==> config.mk <==
export PLATFORM = sky130hd
export DESIGN_NAME = duty_clk_prescaler
export DESIGN_NICKNAME = d
export VERILOG_FILES = /design/src/rtl/dcp_pkg.sv /design/src/rtl/dcp_len_calc.sv /design/src/rtl/dcp_phase_ctrl.sv /design/src/rtl/duty_clk_prescaler.sv
export SDC_FILE = /design/constraint.sdc
export NUM_CORES = 1
export LEC_CHECK = 0
export ABC_AREA = 0
export BUFFER_PORTS_ARGS = -buffer_cell sky130_fd_sc_hd__buf_2
export CORE_AREA = 2 2 46 48
export DETAILED_ROUTE_END_ITERATION = 12
export DIE_AREA = 0 0 48 50
export GPL_ROUTABILITY_DRIVEN = 0
export HOLD_SLACK_MARGIN = 0.03
export MAX_ROUTING_LAYER = met4
export PLACE_DENSITY = 0.74
export REMOVE_ABC_BUFFERS = 1
export SLEW_MARGIN = 20
export SYNTH_ARGS = -nofsm -noshare
export SYNTH_HDL_FRONTEND = slang
export SYNTH_SLANG_ARGS = --single-unit
==> constraint.sdc <==
create_clock -name clk_i -period 2.3 [get_ports clk_i]
set_input_delay 0.115 -clock clk_i [delete_from_list [all_inputs] [get_ports clk_i]]
set_output_delay 0.115 -clock clk_i [all_outputs]
set_load 0.02 [all_outputs]
==> src/rtl/dcp_pkg.sv <==
package dcp_pkg;

    typedef enum logic [1:0] {
        PH_IDLE = 2'd0,
        PH_HIGH = 2'd1,
        PH_LOW  = 2'd2
    } phase_e;

endpackage

==> src/rtl/dcp_len_calc.sv <==
module dcp_len_calc #(
    parameter int HI_W  = 5,
    parameter int LO_W  = 3,
    parameter int CNT_W = 7
) (
    input  logic [HI_W-1:0]  hi_field_i,
    input  logic [LO_W-1:0]  lo_field_i,
    input  logic             half_i,
    output logic [CNT_W-1:0] hi_load_o,
    output logic [CNT_W-1:0] lo_load_o
);

    // Phase length in fast cycles minus one: 2*(field+1)-1 = 2*field+1,
    // plus one extra fast cycle on the high side when the half bit is set.
    always_comb begin
        hi_load_o = CNT_W'({hi_field_i, 1'b1}) + CNT_W'(half_i);
        lo_load_o = CNT_W'({lo_field_i, 1'b1});
    end

endmodule

==> src/rtl/dcp_phase_ctrl.sv <==
module dcp_phase_ctrl
    import dcp_pkg::*;
#(
    parameter int CNT_W = 7
) (
    input  logic             clk_i,
    input  logic             rst_ni,
    input  logic             en_i,
    input  logic [CNT_W-1:0] hi_load_i,
    input  logic [CNT_W-1:0] lo_load_i,
    output logic             clk_o,
    output logic             rise_o
);

    typedef struct packed {
        phase_e           phase;
        logic [CNT_W-1:0] cnt;
        logic [CNT_W-1:0] lo_hold;
        logic             clk;
        logic             rise;
    } st_t;

    st_t st_d, st_q;

    always_comb begin
        st_d      = st_q;
        st_d.rise = 1'b0;
        if (!en_i) begin
            st_d.phase = PH_IDLE;
            st_d.cnt   = '0;
            st_d.clk   = 1'b0;
        end else begin
            unique case (st_q.phase)
                PH_HIGH: begin
                    if (st_q.cnt == '0) begin
                        st_d.phase = PH_LOW;
                        st_d.cnt   = st_q.lo_hold;
                        st_d.clk   = 1'b0;
                    end else begin
                        st_d.cnt = st_q.cnt - 1'b1;
                    end
                end
                PH_LOW: begin
                    if (st_q.cnt == '0) begin
                        st_d.phase   = PH_HIGH;
                        st_d.cnt     = hi_load_i;
                        st_d.lo_hold = lo_load_i;
                        st_d.clk     = 1'b1;
                        st_d.rise    = 1'b1;
                    end else begin
                        st_d.cnt = st_q.cnt - 1'b1;
                    end
                end
                default: begin
                    st_d.phase   = PH_HIGH;
                    st_d.cnt     = hi_load_i;
                    st_d.lo_hold = lo_load_i;
                    st_d.clk     = 1'b1;
                    st_d.rise    = 1'b1;
                end
            endcase
        end
    end

    always_ff @(posedge clk_i or negedge rst_ni) begin
        if (!rst_ni) begin
            st_q <= '{phase: PH_IDLE, cnt: '0, lo_hold: '0, clk: 1'b0, rise: 1'b0};
        end else begin
            st_q <= st_d;
        end
    end

    assign clk_o  = st_q.clk;
    assign rise_o = st_q.rise;

    assert_off_when_disabled_R1: assert property (@(posedge clk_i) disable iff (!rst_ni)
        !en_i |=> (!clk_o && !rise_o));

    assert_start_from_idle_R2: assert property (@(posedge clk_i) disable iff (!rst_ni)
        (st_q.phase == PH_IDLE && en_i) |=> (clk_o && rise_o));

    assert_high_load_R3: assert property (@(posedge clk_i) disable iff (!rst_ni)
        rise_o |-> (st_q.cnt == $past(hi_load_i)));

    assert_low_hold_R7: assert property (@(posedge clk_i) disable iff (!rst_ni)
        (st_q.phase == PH_HIGH) |=> $stable(st_q.lo_hold));

    assert_rise_on_edge_R8: assert property (@(posedge clk_i) disable iff (!rst_ni)
        $rose(clk_o) |-> rise_o);

    assert_rise_needs_clk_R8: assert property (@(posedge clk_i) disable iff (!rst_ni)
        rise_o |-> clk_o);

    assert_rise_single_R8: assert property (@(posedge clk_i) disable iff (!rst_ni)
        rise_o |=> !rise_o);

endmodule

==> src/rtl/duty_clk_prescaler.sv <==
module duty_clk_prescaler #(
    parameter int HI_W = 5,
    parameter int LO_W = 3
) (
    input  logic            clk_i,
    input  logic            rst_ni,
    input  logic            en_i,
    input  logic [HI_W-1:0] high_sel_i,
    input  logic [LO_W-1:0] low_sel_i,
    input  logic            half_add_i,
    output logic            div_clk_o,
    output logic            div_rise_o
);

    // Longest reload value is 2*(2**HI_W - 1) + 2; size the counter for it.
    localparam int CNT_W = $clog2(2 * (1 << HI_W) + 2);

    logic [CNT_W-1:0] hi_load;
    logic [CNT_W-1:0] lo_load;

    dcp_len_calc #(
        .HI_W  (HI_W),
        .LO_W  (LO_W),
        .CNT_W (CNT_W)
    ) u_len (
        .hi_field_i (high_sel_i),
        .lo_field_i (low_sel_i),
        .half_i     (half_add_i),
        .hi_load_o  (hi_load),
        .lo_load_o  (lo_load)
    );

    dcp_phase_ctrl #(
        .CNT_W (CNT_W)
    ) u_phase (
        .clk_i     (clk_i),
        .rst_ni    (rst_ni),
        .en_i      (en_i),
        .hi_load_i (hi_load),
        .lo_load_i (lo_load),
        .clk_o     (div_clk_o),
        .rise_o    (div_rise_o)
    );

endmodule

==> run summary <==
The run finished with clean final reports. After detailed routing, the total wire length is 2110 µm. The first global-routing pass estimated 3500 µm of wire. Measured along the y axis, the die boundary spans 50 µm.

The power density of the placed cells works out to 1270 nW/µm². For this block, the initial DRC count from the detailed router was 20. For the pin with the worst max-slew slack, the measured transition is 0.663 ns.

The synthesized-area fraction occupied by xor and xnor cells came out at 4.50%. 14 I/O pins were placed. Port buffering added 13 buffers.

The worst hold path was traced through 2 stages. The tools report the total routing usage reported by global routing as 21.2%. The worst setup path is launched from a flip-flop.

In this run the cell area of the synthesized design comes to 973 µm². Setup violations remaining at the end of the flow were counted as 0. For the utilization after layout, the log shows 58.1%. Row generation in the floorplan step produced 16 rows.

Summing the sequential cell areas from Yosys gives 38.6% of the chip area. The number of post-CTS setup repair buffers was 0; the minimum period implied by the final worst setup slack was 1.90 ns. Clock tree synthesis inserted a total of 3 buffers.

The number of antenna-violating nets in the routed design was 0. After synthesis the netlist holds a flip-flop and latch count of 15. Measured along the x axis, the die boundary spans 48 µm. For the remaining global-route overflow, the log shows 0. Across all register-to-register paths, the minimum setup slack is 0.40 ns. The post-detailed-route wirelength per cell came out at 14.6 µm. The tools report the source of the worst register-to-register timing path as u_phase.st_q[9]. In the routed design, unresolved DRC markers number 0.

The number of endpoints with negative hold slack in the final report came out at 0. VDD sags by at most 0.550 mV. In the routed layout, each cell is associated on average with a via count of 5.81. The tools report the end point of the most critical hold path as u_phase.st_q[3].

The synthesized-area fraction occupied by and/or/nand/nor cells was 20.6%. The number of antenna diodes in the final layout is 0. The worst setup path is of the flip-flop to flip-flop kind. The number of flops mapped to enable cells by yosys was 0; the worst max-slew margin expressed relative to the limit was 55.6%.

The filler cells instantiated in the layout total 181. Cells with a size suffix above 1 make up 18.8% of the layout. The combinational family with the most area after synthesis was compound AO/OA/AOI/OAI gates. After layout, the worst path uses 82.8% of the clock period.

The area used by sequential logic in the layout was 375 µm²; the full die area was 2400 µm². STA puts the critical path data arrival time at 2.10 ns. The post-synthesis async set-or-reset flop share is 100%.

The region available for standard cell placement spans 1900 µm². The worst register-to-register path has a depth of 6. In this run the worst hold path is classified as input port to flip-flop. Leaving out fill and tap cells, the most frequent cell in the layout is dfrtp_1. The initial antenna violation count was 0; the signed area change from the synthesized netlist to the final layout was 13.5%.

Entering global routing, the biggest net connects 16 pins. The number of slew-limit violations in the final report is 0, and the clock-pin slew reported for the worst setup and hold paths after clock tree synthesis is 0.09 ns. STA puts the critical path data required time at 2.49 ns. TritonCTS built the clock tree. Largest fanout of any net on the critical path: 7. The synthesized netlist devotes 21.0% of its cell area to compound gates.

The worst setup path is captured at a flip-flop. The longest clock path from root to sink contains 2 buffers. After Yosys synthesis, full adders, half adders and majority gates account for 7.71% of the synthesized area.

The multiplexer share of the synthesized area was 4.63%; the initial core utilization was 51.2%. Detailed placement finished with a half-perimeter wire length of 1540 µm. The routed layout has 836 vias. The pre-antenna-repair detailed-routing pass consisted of 5 iterations. In the final layout, the multi-input gates occupy 568 µm². The clock drives 15 sinks. In the final timing run, aggregate negative setup slack is 0 ns.

Averaged over all synthesized cells, the footprint is 9.73 µm². The maximum level of the CTS H-tree is 1, and the via count of the first global-routing pass is 806. The endpoint identified for the worst register-to-register timing path is u_phase.st_q[11]. The max-cap check violation count was 0. Setup repair after global routing left no endpoint under its margin. The number of warnings issued by yosys came out at 0.

Counting every instance in the synthesized netlist gives 100. The most used flip-flop cell after synthesis is dfrtp_1. On the final layout, the worst clock skew is 0.00329 ns.

The netlist uses 34 different library cells. The final layout contains 136 nets. The tools report the hold path startpoint as low_sel_i[0].

Static timing analysis puts the maximum clock frequency at 525 MHz. In the layout the commonest cells are dfrtp_1 (15), buf_2 (13), nand2_1 (8). For this design the static power due to leakage is 0.501 nW. Root cell of the clock tree: clkbuf_4.

For the worst-skew pair, the clock arrives at the later sink with an insertion delay of 0.30 ns.
==> layer usage <==
metal	up-vias	GRT usage [%]	part of all wire, %
met4	0	9.91	1.7
li1	396	-	-
met5	-	-	0
met1	414	28.6	46
met3	3	2.20	3.0
met2	23	31.1	49
==> kinds of logic after synthesis <==
kind of cell,Yosys count
adders and majority gates,6
muxes,3
AOI/OAI and AO/OA,30
xor gates and xnor gates,5
and+or+nand+nor,33
buffers and inverters,8
DFF,15
==> worst max-delay path, stage by stage (launching register included) <==
cell and delay [ns]:
dfrtp_1 0.42, inv_1 0.08, ha_1 0.21, nor2b_1 0.15, a31oi_1 0.53, o22ai_1 0.21, o21a_1 0.20
==> layout make-up <==
cell class | count | area share [%]
multi-input combinational | 77 | 51.4
tap | 27 | 3.06
inverter | 7 | 2.38
sequential | 15 | 34.0
clock buffer | 4 | 2.38
timing repair buffer | 14 | 6.80
==> flip-flops by register name, summed over array words and instances, names as in the netlist <==
register	flops
u_phase.clk_o	1
u_phase.rise_o	1
u_phase.st_q	13
==> repair_timing <==
| item | in CTS | in global routing |
|---|---|---|
| endpoints found under the setup margin | 0 | 0 |
| hold endpoints to repair | 15 | 0 |
| hold buffers | 1 | 0 |
| resized for setup | 0 | 0 |
==> where the power goes <==
group	total [mW]	internal [mW]	switching (mW)	leakage (nW)
combinational	0.789	0.341	0.447	0.298
clock	0.161	0.0677	0.0932	0.0150
sequential	0.449	0.359	0.0899	0.188
total	1.40	0.768	0.631	0.501
==> through the flow <==
| step | total power [mW] | hold slack [ns] | instances | instance area (µm²) | worst slack [ns] |
|---|---|---|---|---|---|
| 3_5_place_dp | 1.22 | 0.0399 | 139 | 1070 | 0.422 |
| 3_3_place_gp | 1.21 | 0.0408 | 139 | 1070 | 0.426 |
| 2_1_floorplan | 1.04 | -0.181 | 99 | 970 | 0.557 |
| 6_report | 1.40 | 0.0419 | 144 | 1100 | 0.395 |
| 4_1_cts | 1.38 | 0.0414 | 144 | 1100 | 0.408 |
| 5_1_grt | 1.50 | 0.0425 | 144 | 1100 | 0.265 |
==> synth_stat cells (all sizes together) (2+ instances only) <==
library cell  number  share of area (%)
or4                2                1.9
xor2               2                1.8
nand2b             3                1.9
a21oi              6                3.1
nand2              8                3.1
and4               2                1.8
xnor2              3                2.7
nand3              3                1.5
a21boi             3                2.3
o21a               3                2.3
ha                 6                7.7
o21ai              8                5.3
or3                4                2.6
o22ai              3                1.9
inv                7                2.7
dfrtp             15                 39
nor2b              3                1.9
mux2               3                4.6
nor2               3                1.2
==> how the worst max path moves through the flow <==
stage / from / to / slack (ns)
floorplan: u_phase.st_q[11] / u_phase.st_q[3] / 0.56
global placement: u_phase.st_q[11] / u_phase.st_q[4] / 0.43
detailed placement: u_phase.st_q[11] / u_phase.st_q[5] / 0.42
CTS: u_phase.st_q[11] / u_phase.st_q[5] / 0.41
global route: u_phase.st_q[9] / u_phase.st_q[11] / 0.27
finish: u_phase.st_q[9] / u_phase.st_q[11] / 0.40
Note: power is estimated with default switching activity, not from simulation.
